$ cat src/rtl/pdg_pkg.sv
`timescale 1ns/1ps
package pdg_pkg;

    localparam int ADDR_W   = 48;
    localparam int BCNT_W   = 14;
    localparam int HMODE_W  = 3;
    localparam int HIDX_W   = 5;
    localparam int MTYPE_W  = 2;
    localparam int WORD_W   = 64;

    // word 0 field positions
    localparam int W0_FIRST    = 63;
    localparam int W0_LAST     = 62;
    localparam int W0_BCNT_LSB = 48;
    localparam int W0_ADDR_LSB = 0;
    // word 1 field positions
    localparam int W1_HMODE_LSB = 13;
    localparam int W1_HIDX_LSB  = 8;
    localparam int W1_MTYPE_LSB = 2;
    localparam int W1_INTR      = 1;
    localparam int W1_HWB       = 0;

    typedef enum logic [HMODE_W-1:0] {
        HM_NONE = 3'd0,
        HM_COPY = 3'd1,
        HM_UPD1 = 3'd2,
        HM_UPD2 = 3'd3,
        HM_UPD3 = 3'd4
    } hdr_mode_e;

    typedef enum logic [1:0] {
        ST_IDLE = 2'd0,
        ST_DATA = 2'd1,
        ST_PAD  = 2'd2
    } seq_state_e;

    typedef struct packed {
        logic               urgent;
        logic [HMODE_W-1:0] hmode;
        logic [HIDX_W-1:0]  hidx;
    } pkt_ctx_t;

    typedef struct packed {
        logic               first;
        logic               last;
        logic [BCNT_W-1:0]  bcnt;
        logic [ADDR_W-1:0]  addr;
        logic [HMODE_W-1:0] hmode;
        logic [HIDX_W-1:0]  hidx;
        logic [MTYPE_W-1:0] mtype;
        logic               intr;
        logic               hwb;
    } desc_fields_t;

    typedef struct packed {
        logic [WORD_W-1:0] w1;
        logic [WORD_W-1:0] w0;
    } desc_raw_t;

    function automatic desc_raw_t pack_desc(input desc_fields_t f);
        desc_raw_t r;
        r = '0;
        r.w0[W0_FIRST]                   = f.first;
        r.w0[W0_LAST]                    = f.last;
        r.w0[W0_BCNT_LSB +: BCNT_W]      = f.bcnt;
        r.w0[W0_ADDR_LSB +: ADDR_W]      = f.addr;
        r.w1[W1_HMODE_LSB +: HMODE_W]    = f.hmode;
        r.w1[W1_HIDX_LSB +: HIDX_W]      = f.hidx;
        r.w1[W1_MTYPE_LSB +: MTYPE_W]    = f.mtype;
        r.w1[W1_INTR]                    = f.intr;
        r.w1[W1_HWB]                     = f.hwb;
        return r;
    endfunction

    // bytes needed to round a length up to a dword boundary
    function automatic logic [1:0] pad_for(input logic [1:0] low);
        return 2'(3'd4 - {1'b0, low});
    endfunction

endpackage

$ cat src/rtl/pdg_cmd_check.sv
`timescale 1ns/1ps
module pdg_cmd_check
    import pdg_pkg::*;
#(
    parameter int LEN_W   = 16,
    parameter int MAX_LEN = 16383
) (
    input  logic [LEN_W-1:0]   len,
    input  logic [HMODE_W-1:0] hmode,
    output logic               ok
);
    localparam logic [LEN_W-1:0] LEN_LIMIT = LEN_W'(MAX_LEN);

    logic len_nonzero;
    logic len_in_range;
    logic mode_known;

    assign len_nonzero  = (len != '0);
    assign len_in_range = (len <= LEN_LIMIT);
    assign mode_known   = (hmode <= HMODE_W'(HM_UPD3));
    assign ok           = len_nonzero && len_in_range && mode_known;
endmodule

$ cat src/rtl/pdg_seq.sv
`timescale 1ns/1ps
module pdg_seq
    import pdg_pkg::*;
#(
    parameter int LEN_W    = 16,
    parameter int MAX_DESC = 64
) (
    input  logic               clk,
    input  logic               rst,
    input  logic               start_valid,
    input  logic               start_ok,
    input  logic [LEN_W-1:0]   start_len,
    input  pkt_ctx_t           start_ctx,
    output logic               start_ready,
    output logic               cmd_reject,
    input  logic               frag_valid,
    output logic               frag_ready,
    input  logic [ADDR_W-1:0]  frag_addr,
    input  logic [BCNT_W-1:0]  frag_len,
    input  logic [MTYPE_W-1:0] frag_type,
    input  logic [ADDR_W-1:0]  pad_base,
    input  logic               out_free,
    output logic               emit,
    output desc_fields_t       emit_f,
    output logic               err_abort
);
    localparam int CNT_W = $clog2(MAX_DESC + 1);
    localparam logic [CNT_W-1:0] CNT_MAX  = CNT_W'(MAX_DESC);
    localparam logic [CNT_W-1:0] CNT_LAST = CNT_W'(MAX_DESC - 1);

    seq_state_e       state;
    logic [LEN_W-1:0] rem;
    logic [1:0]       pad_len;
    pkt_ctx_t         ctx;
    logic             first_pend;
    logic [CNT_W-1:0] dcnt;

    logic [LEN_W-1:0] flen_ext;
    logic [LEN_W-1:0] rem_next;
    logic             frag_fire;
    logic             overrun;
    logic             data_done;
    logic             need_pad;
    logic             cap_full;
    logic             no_pad_room;
    logic             abort;
    logic             pad_fire;
    logic             data_last;

    assign start_ready = (state == ST_IDLE);
    assign frag_ready  = (state == ST_DATA) && out_free;
    assign frag_fire   = frag_valid && frag_ready;

    assign flen_ext    = LEN_W'(frag_len);
    assign overrun     = flen_ext > rem;
    assign rem_next    = rem - flen_ext;
    assign data_done   = (rem_next == '0);
    assign need_pad    = (pad_len != 2'd0);
    assign cap_full    = (dcnt == CNT_MAX);
    assign no_pad_room = data_done && need_pad && (dcnt == CNT_LAST);
    assign abort       = frag_fire && (overrun || cap_full || no_pad_room);
    assign pad_fire    = (state == ST_PAD) && out_free;
    assign data_last   = data_done && !need_pad;
    assign emit        = (frag_fire && !abort) || pad_fire;

    always_comb begin
        emit_f = '0;
        if (state == ST_PAD) begin
            emit_f.last  = 1'b1;
            emit_f.bcnt  = BCNT_W'(pad_len);
            emit_f.addr  = pad_base;
            emit_f.intr  = ctx.urgent;
            emit_f.hwb   = ctx.urgent;
        end else begin
            emit_f.first = first_pend;
            emit_f.last  = data_last;
            emit_f.bcnt  = frag_len;
            emit_f.addr  = frag_addr;
            emit_f.mtype = frag_type;
            emit_f.intr  = data_last && ctx.urgent;
            emit_f.hwb   = data_last && ctx.urgent;
            if (first_pend) begin
                emit_f.hmode = ctx.hmode;
                emit_f.hidx  = ctx.hidx;
            end
        end
    end

    always_ff @(posedge clk) begin
        if (rst) begin
            state      <= ST_IDLE;
            rem        <= '0;
            pad_len    <= 2'd0;
            ctx        <= '0;
            first_pend <= 1'b0;
            dcnt       <= '0;
            cmd_reject <= 1'b0;
            err_abort  <= 1'b0;
        end else begin
            cmd_reject <= start_valid && start_ready && !start_ok;
            err_abort  <= abort;
            unique case (state)
                ST_IDLE: begin
                    if (start_valid && start_ok) begin
                        rem        <= start_len;
                        pad_len    <= pad_for(start_len[1:0]);
                        ctx        <= start_ctx;
                        first_pend <= 1'b1;
                        dcnt       <= '0;
                        state      <= ST_DATA;
                    end
                end
                ST_DATA: begin
                    if (abort) begin
                        state <= ST_IDLE;
                    end else if (frag_fire) begin
                        rem        <= rem_next;
                        first_pend <= 1'b0;
                        dcnt       <= dcnt + CNT_W'(1);
                        if (data_done) begin
                            state <= need_pad ? ST_PAD : ST_IDLE;
                        end
                    end
                end
                ST_PAD: begin
                    if (out_free) begin
                        dcnt  <= dcnt + CNT_W'(1);
                        state <= ST_IDLE;
                    end
                end
                default: state <= ST_IDLE;
            endcase
        end
    end


    rem_mono_chk: assert property (@(posedge clk) disable iff (rst)
        (state == ST_DATA && $past(state) == ST_DATA) |-> (rem <= $past(rem)));


    desc_cap_chk: assert property (@(posedge clk) disable iff (rst)
        dcnt <= CNT_MAX);


    reject_src_chk: assert property (@(posedge clk) disable iff (rst)
        cmd_reject |-> $past(start_valid));


    abort_src_chk: assert property (@(posedge clk) disable iff (rst)
        err_abort |-> ($past(frag_valid) && state == ST_IDLE));


    pad_len_chk: assert property (@(posedge clk) disable iff (rst)
        (state == ST_PAD) |-> (pad_len != 2'd0));
endmodule

$ cat src/rtl/pdg_out_stage.sv
`timescale 1ns/1ps
module pdg_out_stage
    import pdg_pkg::*;
(
    input  logic              clk,
    input  logic              rst,
    input  logic              emit,
    input  desc_fields_t      emit_f,
    output logic              out_free,
    output logic              desc_valid,
    input  logic              desc_ready,
    output logic [WORD_W-1:0] desc_w0,
    output logic [WORD_W-1:0] desc_w1
);
    desc_raw_t slot;

    assign out_free = !desc_valid || desc_ready;
    assign desc_w0  = slot.w0;
    assign desc_w1  = slot.w1;

    always_ff @(posedge clk) begin
        if (rst) begin
            desc_valid <= 1'b0;
            slot       <= '0;
        end else if (out_free) begin
            desc_valid <= emit;
            if (emit) begin
                slot <= pack_desc(emit_f);
            end
        end
    end


    hold_chk: assert property (@(posedge clk) disable iff (rst)
        (desc_valid && !desc_ready) |=>
            (desc_valid && $stable(desc_w0) && $stable(desc_w1)));


    no_drop_chk: assert property (@(posedge clk) disable iff (rst)
        emit |-> out_free);


    hdr_first_only_chk: assert property (@(posedge clk) disable iff (rst)
        (desc_valid && !desc_w0[W0_FIRST]) |->
            (desc_w1[W1_HIDX_LSB +: (HMODE_W + HIDX_W)] == '0));
endmodule

$ cat src/rtl/pkt_desc_gen.sv
`timescale 1ns/1ps
module pkt_desc_gen
    import pdg_pkg::*;
#(
    parameter int LEN_W    = 16,
    parameter int MAX_LEN  = 16383,
    parameter int MAX_DESC = 64
) (
    input  logic               clk,
    input  logic               rst,
    input  logic               start_valid,
    output logic               start_ready,
    input  logic [LEN_W-1:0]   start_len,
    input  logic               start_urgent,
    input  logic [HMODE_W-1:0] start_hdr_mode,
    input  logic [HIDX_W-1:0]  start_hdr_idx,
    output logic               cmd_reject,
    input  logic [ADDR_W-1:0]  pad_base,
    input  logic               frag_valid,
    output logic               frag_ready,
    input  logic [ADDR_W-1:0]  frag_addr,
    input  logic [BCNT_W-1:0]  frag_len,
    input  logic [MTYPE_W-1:0] frag_type,
    output logic               desc_valid,
    input  logic               desc_ready,
    output logic [WORD_W-1:0]  desc_w0,
    output logic [WORD_W-1:0]  desc_w1,
    output logic               err_abort
);
    logic         start_ok;
    pkt_ctx_t     start_ctx;
    logic         out_free;
    logic         emit;
    desc_fields_t emit_f;

    assign start_ctx = '{urgent: start_urgent, hmode: start_hdr_mode, hidx: start_hdr_idx};

    pdg_cmd_check #(
        .LEN_W   (LEN_W),
        .MAX_LEN (MAX_LEN)
    ) u_check (
        .len   (start_len),
        .hmode (start_hdr_mode),
        .ok    (start_ok)
    );

    pdg_seq #(
        .LEN_W    (LEN_W),
        .MAX_DESC (MAX_DESC)
    ) u_seq (
        .clk         (clk),
        .rst         (rst),
        .start_valid (start_valid),
        .start_ok    (start_ok),
        .start_len   (start_len),
        .start_ctx   (start_ctx),
        .start_ready (start_ready),
        .cmd_reject  (cmd_reject),
        .frag_valid  (frag_valid),
        .frag_ready  (frag_ready),
        .frag_addr   (frag_addr),
        .frag_len    (frag_len),
        .frag_type   (frag_type),
        .pad_base    (pad_base),
        .out_free    (out_free),
        .emit        (emit),
        .emit_f      (emit_f),
        .err_abort   (err_abort)
    );

    pdg_out_stage u_out (
        .clk        (clk),
        .rst        (rst),
        .emit       (emit),
        .emit_f     (emit_f),
        .out_free   (out_free),
        .desc_valid (desc_valid),
        .desc_ready (desc_ready),
        .desc_w0    (desc_w0),
        .desc_w1    (desc_w1)
    );
endmodule

$ cat config.mk
export PLATFORM = sky130hd
export DESIGN_NAME = pkt_desc_gen
export DESIGN_NICKNAME = d
export VERILOG_FILES = /design/src/rtl/pdg_pkg.sv /design/src/rtl/pdg_cmd_check.sv /design/src/rtl/pdg_seq.sv /design/src/rtl/pdg_out_stage.sv /design/src/rtl/pkt_desc_gen.sv
export SDC_FILE = /design/constraint.sdc
export NUM_CORES = 1
export LEC_CHECK = 0
export BUFFER_PORTS_ARGS = -buffer_cell sky130_fd_sc_hd__buf_2
export CAP_MARGIN = 10
export CORE_MARGIN = 8
export CORE_UTILIZATION = 44
export DETAILED_ROUTE_END_ITERATION = 8
export GPL_ROUTABILITY_DRIVEN = 0
export GPL_TIMING_DRIVEN = 1
export PLACE_DENSITY = 0.76
export SYNTH_ARGS = -nofsm -noshare
export SYNTH_HDL_FRONTEND = slang
export SYNTH_SLANG_ARGS = --single-unit
$ cat constraint.sdc
create_clock -name clk -period 4.3 [get_ports clk]
set_input_delay 0.215 -clock clk [delete_from_list [all_inputs] [get_ports clk]]
set_output_delay 0.215 -clock clk [all_outputs]
set_load 0.005 [all_outputs]
==> flow_summary.ini, run 1 <==
[outcome]
status = finished clean

[route]
drt-initial-drc-count = 432
drc_errors = 0
wl_per_cell_um = 18.13
routed_via_density = 5.317
routed_wirelength_um = 21400
first_pass_iters = 7
num_vias = 6274
ant_nets = 0

[place]
port_buffers = 222
dpl_cell_area_um2 = 7660
hpwl_um = 16310
place_inst = 1147

[logic_synthesis]
yosysSeqAreaShare_pct = 34.91
synthTopCellsByCount = dfxtp_1, nor2_1, mux2i_1
ys_async_sr_fraction_pct = 0
synth_area_leader_cell = dfxtp_1
synth_area_per_cell_um2 = 8.486
synth_edf_count = 0
ys_warn_count = 0
ys_top_cells_by_area = dfxtp_1, mux2i_1, buf_4
synth_top_area_share_pct = 34.91
synthesis.area_um2 = 6594
ys_ff_latch = 115
synth.distinct_cells = 67
synth_most_common_cell = dfxtp_1
synth_cells = 777
synth_ff_type = dfxtp_1

[grt]
first_global_vias = 6379
antenna_found_initial = 3
overflow = 0
grt_pass1_wl_um = 34070
grt_start_max_net_pins = 133
track_usage_pct = 21.79

[floorplanning]
die_area_um2 = 19160
io_pins = 275
rows = 44
initial_core_util_pct = 45.20
coreArea_um2 = 14590
die_w_um = 138.4
die_h_um = 138.4

[finish]
seqCellArea_um2 = 2302
multiInputGateArea_um2 = 3781
nNetsFinal = 1146
final_core_util_pct = 56.52
stdcell_count = 1180
postLayoutCellArea_um2 = 8245
drive_above_1_share_pct = 30.68
syn2layout_area_growth_pct = 25.05
n_fill_cell = 1354

[timing]
rsz0062_at_grt = no
hold_viol_final = 0
post-route-period-util_pct = 93.92
skew_ns = 0.008183
worst_slew_pin_slew_ns = 0.9222
final_max_slew_viol_count = 0
finalSetupTns_ns = 0
max_clock_freq_mhz = 247.6
finalCriticalPeriod_ns = 4.039
finalSetupViolations = 0
maxSlewHeadroom_pct = 38.45

[cts]
clock_path_buffers = 2
clk_pin_slew_ns = 0.06
cts-root-buf = clkbuf_16
cts_buffers = 17
cts.sinks = 115
cts_tree = done
clock_latency_ns = 0.42
cts_max_level = 4

[min_path]
hp-start = start_urgent
hold_class = input port to register
hold_depth = 3

[worst_setup_path]
crit_type = register to register
path_cells = inv_1, ha_1, fa_1, nand2b_1, a21o_1, a311oi_1, xnor2_1, o31ai_1, or4_1, or4_4, a31oi_4, nor2_2, a211oi_1
crit_start = u_seq.rem[0]
r2r_start = u_seq.rem[0]
end_kind = register
rr_worst_depth = 13
worst_path_max_delay_cell = or4_4
cp.arrival_ns = 4.36
critPathMaxFanout = 14
path_delay_family = simple AND/OR/NAND/NOR gates
cp_num_cells = 13
slowest_delay_ns = 0.60
start_kind = register
critPathBufInv = 1
required_ns = 4.62

[job]
drv_cap = 0

[power_and_ir_drop]
p_leak_nw = 3.454
power.density_nw_per_um2 = 451.2
power_mw = 3.720
ir_worst_vdd_mv = 0.2700
-- worst paths after layout --
| kind | to | slack (ns) |
|---|---|---|
| worst max-delay path | u_seq.rem[1] | 0.26 |
| worst min-delay path | u_seq.ctx[8] | 0.05 |
| worst max register to register | u_seq.rem[1] | 0.26 |
| worst min register to register | u_out.desc_w0[52] | 0.44 |
-- layout make-up --
cell class,instances,share of cell area (%)
Antenna cell,2,0.06070
Clock buffer,24,6.085
Clock inverter,7,0.8953
Inverter,32,1.457
Multi-Input combinational cell,580,45.86
Sequential cell,115,27.92
Tap cell,184,2.792
Timing Repair Buffer,236,14.93
-- cells by family after synthesis --
group / after synthesis / synth area share, %
compound gates: 189 / 21.23
xor+xnor: 8 / 1.063
fa+ha+maj: 22 / 4.288
buf+inv: 133 / 11.02
flops: 115 / 34.91
mux: 71 / 10.80
other cells: 1 / 0.05687
simple gates: 238 / 16.62
-- where the power goes --
group / switching, mW / internal (mW) / total, mW
combinational: 0.701 / 0.442 / 1.14
clock: 0.498 / 0.867 / 1.37
sequential: 0.0536 / 1.16 / 1.21
total: 1.25 / 2.47 / 3.72
-- metrics by stage --
step	worst slack (ns)	hold WS (ns)
detailed placement	0.3932	0.4397
global route	0.08155	0.05975
floorplan	0.7111	0.3424
global placement	0.4793	0.4362
finish	0.2612	0.04576
CTS	0.3399	0.02612
-- what timing repair did --
| item | CTS | global route |
|---|---|---|
| setup endpoints to repair | 0 | 2 |
| gates resized for setup | 0 | 1 |
| buffers inserted | 0 | 0 |
| hold buffers | 0 | 0 |
-- worst register-to-register path: cells and delay by family, from the launching register on --
family	cells	cell delay (ns)
compound gates	5	1.23
flops	1	0.30
xor+xnor	1	0.19
simple gates	4	1.55
fa+ha+maj	2	0.63
buf+inv	1	0.05
-- layer usage --
metal / GRT usage, % / part of all wire, % / vias to the layer above
li1: - / - / 3084
met1: 24.60 / 39 / 2841
met2: 34.58 / 47 / 297
met3: 9.007 / 10 / 50
met4: 11.33 / 3.7 / 2
met5: 0 / 0.033 / -
-- sequential cells by signal, summed over array words and instances (netlist names) --
name and flops:
u_out.desc_w0 64, u_seq.cmd_reject 1, u_seq.rem 16, u_seq.dcnt 7
u_seq.first_pend 1, u_seq.ctx 9, u_seq.state 2, u_seq.err_abort 1
u_out.desc_valid 1, u_out.desc_w1 11, u_seq.pad_len 2
-- cells in the final DEF (no fill, tap or decap), drive strengths merged, types with 2 or more instances in the layout --
master	Yosys	layout
buf	69	236
dfxtp	115	115
nor2	93	93
mux2i	70	70
a211oi	63	63
nand2	54	54
a21oi	53	53
conb	1	52
nand3	35	35
inv	32	32
o21ai	27	27
clkbuf	32	24
ha	21	21
nor3	13	13
o31ai	7	7
nor4	6	6
and3	5	5
or4	5	5
a31oi	5	5
nand2b	4	4
o211ai	4	4
a21o	4	4
xnor2	4	4
nand4	4	4
o21a	4	4
xor2	4	4
or2	4	4
nor4b	4	4
clkinvlp	0	4
and2	4	4
or3	3	3
a32o	3	3
diode	0	2
a2111o	2	2
o21bai	2	2
a2111oi	2	2
a21boi	2	2
a31o	2	2
clkinv	0	2
(Power assumes the default switching activity.)
==> run 2, diff against run 1 <==
--- a/config.mk
+++ b/config.mk
@@ -8,11 +8,12 @@
 export BUFFER_PORTS_ARGS = -buffer_cell sky130_fd_sc_hd__buf_2
 export CAP_MARGIN = 10
 export CORE_MARGIN = 8
-export CORE_UTILIZATION = 44
+export CORE_UTILIZATION = 49
 export DETAILED_ROUTE_END_ITERATION = 8
 export GPL_ROUTABILITY_DRIVEN = 0
 export GPL_TIMING_DRIVEN = 1
-export PLACE_DENSITY = 0.76
+export PLACE_DENSITY = 0.83
+export RECOVER_POWER = 100
 export SYNTH_ARGS = -nofsm -noshare
 export SYNTH_HDL_FRONTEND = slang
 export SYNTH_SLANG_ARGS = --single-unit
==> flow_summary.ini, run 2 (same netlist as run 1, synthesis figures left out) <==
[floorplanning]
initial_core_util_pct = 49.99
die_w_um = 132.0
rows = 42
io_pins = 275
die_area_um2 = 17430
coreArea_um2 = 13190
die_h_um = 132.0

[worst_setup_path]
cp.arrival_ns = 4.24
r2r_start = u_seq.rem[0]
rr_worst_depth = 13
worst_path_max_delay_cell = or4_4
required_ns = 4.58
reg2reg_slack_ns = 0.34
slowest_delay_ns = 0.59
crit_type = register to register
crit_start = u_seq.rem[0]
cp-endpoint = u_seq.rem[9]
cp_num_cells = 13
end_kind = register
critPathMaxFanout = 14
r2r-end = u_seq.rem[9]
start_kind = register
critPathBufInv = 1
path_delay_family = simple AND/OR/NAND/NOR gates
path_cells = inv_1, ha_1, fa_1, nand2b_1, a21o_1, a311oi_1, xnor2_1, o31ai_1, or4_1, or4_4, a31oi_4, nor2_2, a211oi_1

[timing]
worst_slew_pin_slew_ns = 2.731
final_max_slew_viol_count = 56
worst_slack_ns = 0.3352
hold_ws_ns = 0.04051
finalSetupTns_ns = 0
rsz0062_at_grt = no
max_clock_freq_mhz = 252.2
finalCriticalPeriod_ns = 3.965
maxSlewHeadroom_pct = -82.09
post-route-period-util_pct = 92.20
skew_ns = 0.006848
hold_viol_final = 0
finalSetupViolations = 0

[power_and_ir_drop]
clockPowerShare_pct = 38.6
p_leak_nw = 3.151
switching_share_pct = 32.92
ir_worst_vdd_mv = 0.2657
power.density_nw_per_um2 = 464.1
p_int_mw = 2.530
combPwrFrac_pct = 29.2
switchingPower_mw = 1.242
seq_power_share_pct = 32.3

[cts]
post-cts-setup-buffer-count = 0
clk_pin_slew_ns = 0.05
cts_max_level = 4
cts_tree = done
cts_hold_buf = 0
ctsResizeCount = 0
cts_buffers = 17
clock_latency_ns = 0.41
cts-root-buf = clkbuf_16
clock_path_buffers = 2
cts.sinks = 115

[grt]
antenna_found_initial = 2
grt_use_met2_pct = 37.74
grt_start_max_net_pins = 84
grt_pass1_wl_um = 32950
first_global_vias = 6458
grtUsageMet3_pct = 10.48
overflow = 0
globalRouteMet1Util_pct = 24.60
top_usage_layer = met2
track_usage_pct = 23.18

[finish]
largest_reg_flops = 64
drive_above_1_share_pct = 22.66
nNetsFinal = 1144
seqCellArea_um2 = 2302
layout_common_cells = buf_2, dfxtp_1, nor2_1
antenna_cells = 0
n_fill_cell = 1169
syn2layout_area_growth_pct = 23.24
multiInputGateArea_um2 = 3751
mostFrequentLayoutCell = buf_2

[place]
hpwl_um = 15880
dpl_worst_slack_ns = 0.3992
port_buffers = 222

[route]
drc_errors = 0
first_pass_iters = 5
ant_nets = 0
wl_per_cell_um = 17.81
drt-initial-drc-count = 396
num_vias = 6463
routed_via_density = 5.529
routed_wirelength_um = 20820

[min_path]
hold_class = input port to register

[outcome]
violations = max-capacitance violations, max-slew violations
status = finished, violations left

[job]
drv_cap = 1
-- run 2: changes by cell type in the layout (fill, tap and decap cells not counted), sizes merged --
cell and delta:
buf -77, clkbuf +76, clkinvlp -2, diode -2, bufinv +1, clkinv +1
-- run 2: power by group through the flow --
stage / Combinational, mW / Clock (mW) / Sequential (mW)
after detailed placement: 1.10 / 0 / 1.23
after global placement: 1.08 / 0 / 1.23
after global routing: 1.21 / 1.51 / 1.23
after floorplan: 0.801 / 0 / 1.23
after CTS: 1.11 / 1.47 / 1.21
final: 1.10 / 1.45 / 1.22
-- run 2: routing by layer --
metal | up-vias | wire, um
met5 | - | 26
met4 | 4 | 966
met3 | 68 | 2351
met2 | 345 | 9720
met1 | 2959 | 7754
li1 | 3087 | -
-- run 2: how the worst min path moves through the flow --
| stage | start | endpoint | slack (ns) | cells past startpoint |
|---|---|---|---|---|
| 2_1_floorplan | start_valid | u_seq.cmd_reject | 0.34 | 2 |
| 3_3_place_gp | u_out.desc_w0[57] | u_out.desc_w0[57] | 0.44 | 2 |
| 3_5_place_dp | u_out.desc_w0[53] | u_out.desc_w0[53] | 0.44 | 2 |
| 4_1_cts | start_hdr_idx[0] | u_seq.ctx[0] | 0.03 | 3 |
| 5_1_grt | start_hdr_idx[2] | u_seq.ctx[2] | 0.04 | 3 |
| 6_report | start_hdr_idx[2] | u_seq.ctx[2] | 0.04 | 3 |
-- run 2: per-stage QoR --
step | instance area, um2 | util, % | total power [mW] | instances
final | 8127 | 61.61 | 3.771 | 1169
after global routing | 8127 | 61.61 | 3.944 | 1169
after CTS | 8254 | 62.58 | 3.788 | 1169
after detailed placement | 7635 | 57.88 | 2.332 | 1137
after global placement | 7635 | 57.88 | 2.310 | 1137
after floorplan | 6785 | - | 2.027 | 828
-- run 2: final cells by class --
class	count	share of cell area (%)
Timing Repair Buffer	234	13.70
Clock inverter	7	1.155
Multi-Input combinational cell	580	46.16
Tap cell	176	2.710
Sequential cell	115	28.33
Inverter	32	1.478
Clock buffer	25	6.467
-- run 2: worst register-to-register path, stage by stage, from the launching register on --
cell      delay (ns)
dfxtp_1         0.30
inv_1           0.05
ha_1            0.21
fa_1            0.40
nand2b_1        0.20
a21o_1          0.20
a311oi_1        0.31
xnor2_1         0.19
o31ai_1         0.12
or4_1           0.53
or4_4           0.59
a31oi_4         0.25
nor2_2          0.19
a211oi_1        0.30
==> run 3, diff against run 2 <==
--- a/config.mk
+++ b/config.mk
@@ -7,12 +7,13 @@
 export LEC_CHECK = 0
 export BUFFER_PORTS_ARGS = -buffer_cell sky130_fd_sc_hd__buf_2
 export CAP_MARGIN = 10
+export CORE_ASPECT_RATIO = 0.9
 export CORE_MARGIN = 8
 export CORE_UTILIZATION = 49
 export DETAILED_ROUTE_END_ITERATION = 8
 export GPL_ROUTABILITY_DRIVEN = 0
 export GPL_TIMING_DRIVEN = 1
-export PLACE_DENSITY = 0.83
+export PLACE_DENSITY = 0.77
 export RECOVER_POWER = 100
 export SYNTH_ARGS = -nofsm -noshare
 export SYNTH_HDL_FRONTEND = slang
==> flow_summary.ini, run 3 (same netlist as run 1, synthesis figures left out) <==
[finish]
postLayoutCellArea_um2 = 8110
largest_reg_flops = 64
multiInputGateArea_um2 = 3737
syn2layout_area_growth_pct = 23.00
antenna_cells = 0
layout_common_cells = buf_2, dfxtp_1, nor2_1
mostFrequentLayoutCell = buf_2
seqCellArea_um2 = 2302
nNetsFinal = 1144
stdcell_count = 1161
n_fill_cell = 1200
drive_above_1_share_pct = 22.66

[worst_setup_path]
cp.arrival_ns = 4.32
worst_path_max_delay_cell = or4b_1
start_kind = register
path_cells = inv_1, ha_1, fa_1, xor2_1, nand3_1, a221o_1, nor3_2, or4b_1, a2111o_1, o31ai_4, o21ai_4, buf_4, nor2_1, a211oi_1
required_ns = 4.55
end_kind = register
crit_type = register to register
slowest_delay_ns = 0.50
critPathMaxFanout = 34

[route]
drt-initial-drc-count = 479
num_vias = 6346
top_layer = met4
first_pass_iters = 5
wl_met3_um = 1912
routed_via_density = 5.466
ant_nets = 0
dr_wl_met2_um = 10290
drc_errors = 0
wl_met1_um = 8567
wl_per_cell_um = 18.09
routed_wirelength_um = 21000

[timing]
worst_slew_pin_slew_ns = 1.097
post-route-period-util_pct = 94.56
rsz0062_at_grt = no
hold_viol_final = 0
skew_ns = 0.01024
maxSlewHeadroom_pct = 26.84
finalSetupViolations = 0
final_max_slew_viol_count = 0
finalSetupTns_ns = 0
worst_slack_ns = 0.2341
finalCriticalPeriod_ns = 4.066
max_clock_freq_mhz = 245.9

[cts]
cts-root-buf = clkbuf_16
clock_latency_ns = 0.41
clk_pin_slew_ns = 0.06
cts_hold_buf = 0
clock_path_buffers = 2
cts_buffers = 17
cts_tree = done
cts.sinks = 115
post-cts-setup-buffer-count = 0
cts_max_level = 4
ctsResizeCount = 0

[floorplanning]
coreArea_um2 = 13260
initial_core_util_pct = 49.72
rows = 40
die_w_um = 138.3
die_area_um2 = 17430
die_h_um = 126.1
io_pins = 275

[outcome]
status = finished clean

[power_and_ir_drop]
ir_worst_vdd_mv = 0.3900
p_leak_nw = 3.166
power.density_nw_per_um2 = 469.2

[grt]
track_usage_pct = 23.35
grt_start_max_net_pins = 67
first_global_vias = 6161
grt_pass1_wl_um = 33190
overflow = 0
antenna_found_initial = 0

[place]
dpl_worst_slack_ns = 0.3095
port_buffers = 222
dpl_cell_area_um2 = 7650
place_inst = 1129
hpwl_um = 16050

[min_path]
hold_class = input port to register

[job]
drv_cap = 0
run 3: per-layer routing:
layer	up-vias	track usage (%)
li1	3077	-
met1	2989	28.08
met2	261	39.09
met3	19	8.227
met4	0	5.428
met5	-	0
run 3: path summary, 6_finish.rpt:
check	end	from	cells after the start	slack, ns
setup reg to reg	u_out.desc_w0[26]	u_seq.rem[0]	14	0.23
hold / removal	u_seq.ctx[0]	start_hdr_idx[0]	3	0.05
hold reg to reg	u_out.desc_w0[60]	u_out.desc_w0[60]	2	0.46
setup / recovery	u_out.desc_w0[26]	u_seq.rem[0]	14	0.23
run 3: power by group:
| part | internal (mW) | switching (mW) |
|---|---|---|
| logic | 0.412 | 0.682 |
| clock network | 0.978 | 0.518 |
| registers | 1.16 | 0.0560 |
run 3: cell type report:
| class | instances | share of cell area, % |
|---|---|---|
| clock inverter | 14 | 2.453 |
| inverter | 32 | 1.481 |
| sequential | 115 | 28.39 |
| clock buffer | 18 | 5.292 |
| tap | 168 | 2.592 |
| multi-input combinational | 580 | 46.08 |
| timing repair buffer | 234 | 13.71 |
run 3: worst max-delay path: cells and delay by family (launching register included):
family                     cells  cell delay (ns)
adders and majority gates      2             0.58
buffers and inverters          2             0.39
AOI/OAI and AO/OA              5             1.47
xor gates and xnor gates       1             0.24
and+or+nand+nor                4             0.92
DFF                            1             0.30
run 3: metrics by stage:
| step | utilization, % | total power, mW | hold WS (ns) |
|---|---|---|---|
| CTS | 62.42 | 3.841 | 0.03070 |
| detailed placement | 57.68 | 2.339 | 0.4410 |
| finish | 61.15 | 3.805 | 0.04690 |
| global route | 61.15 | 4.002 | 0.03687 |
| floorplan | - | 2.027 | 0.3424 |
| global placement | 57.68 | 2.325 | 0.4351 |
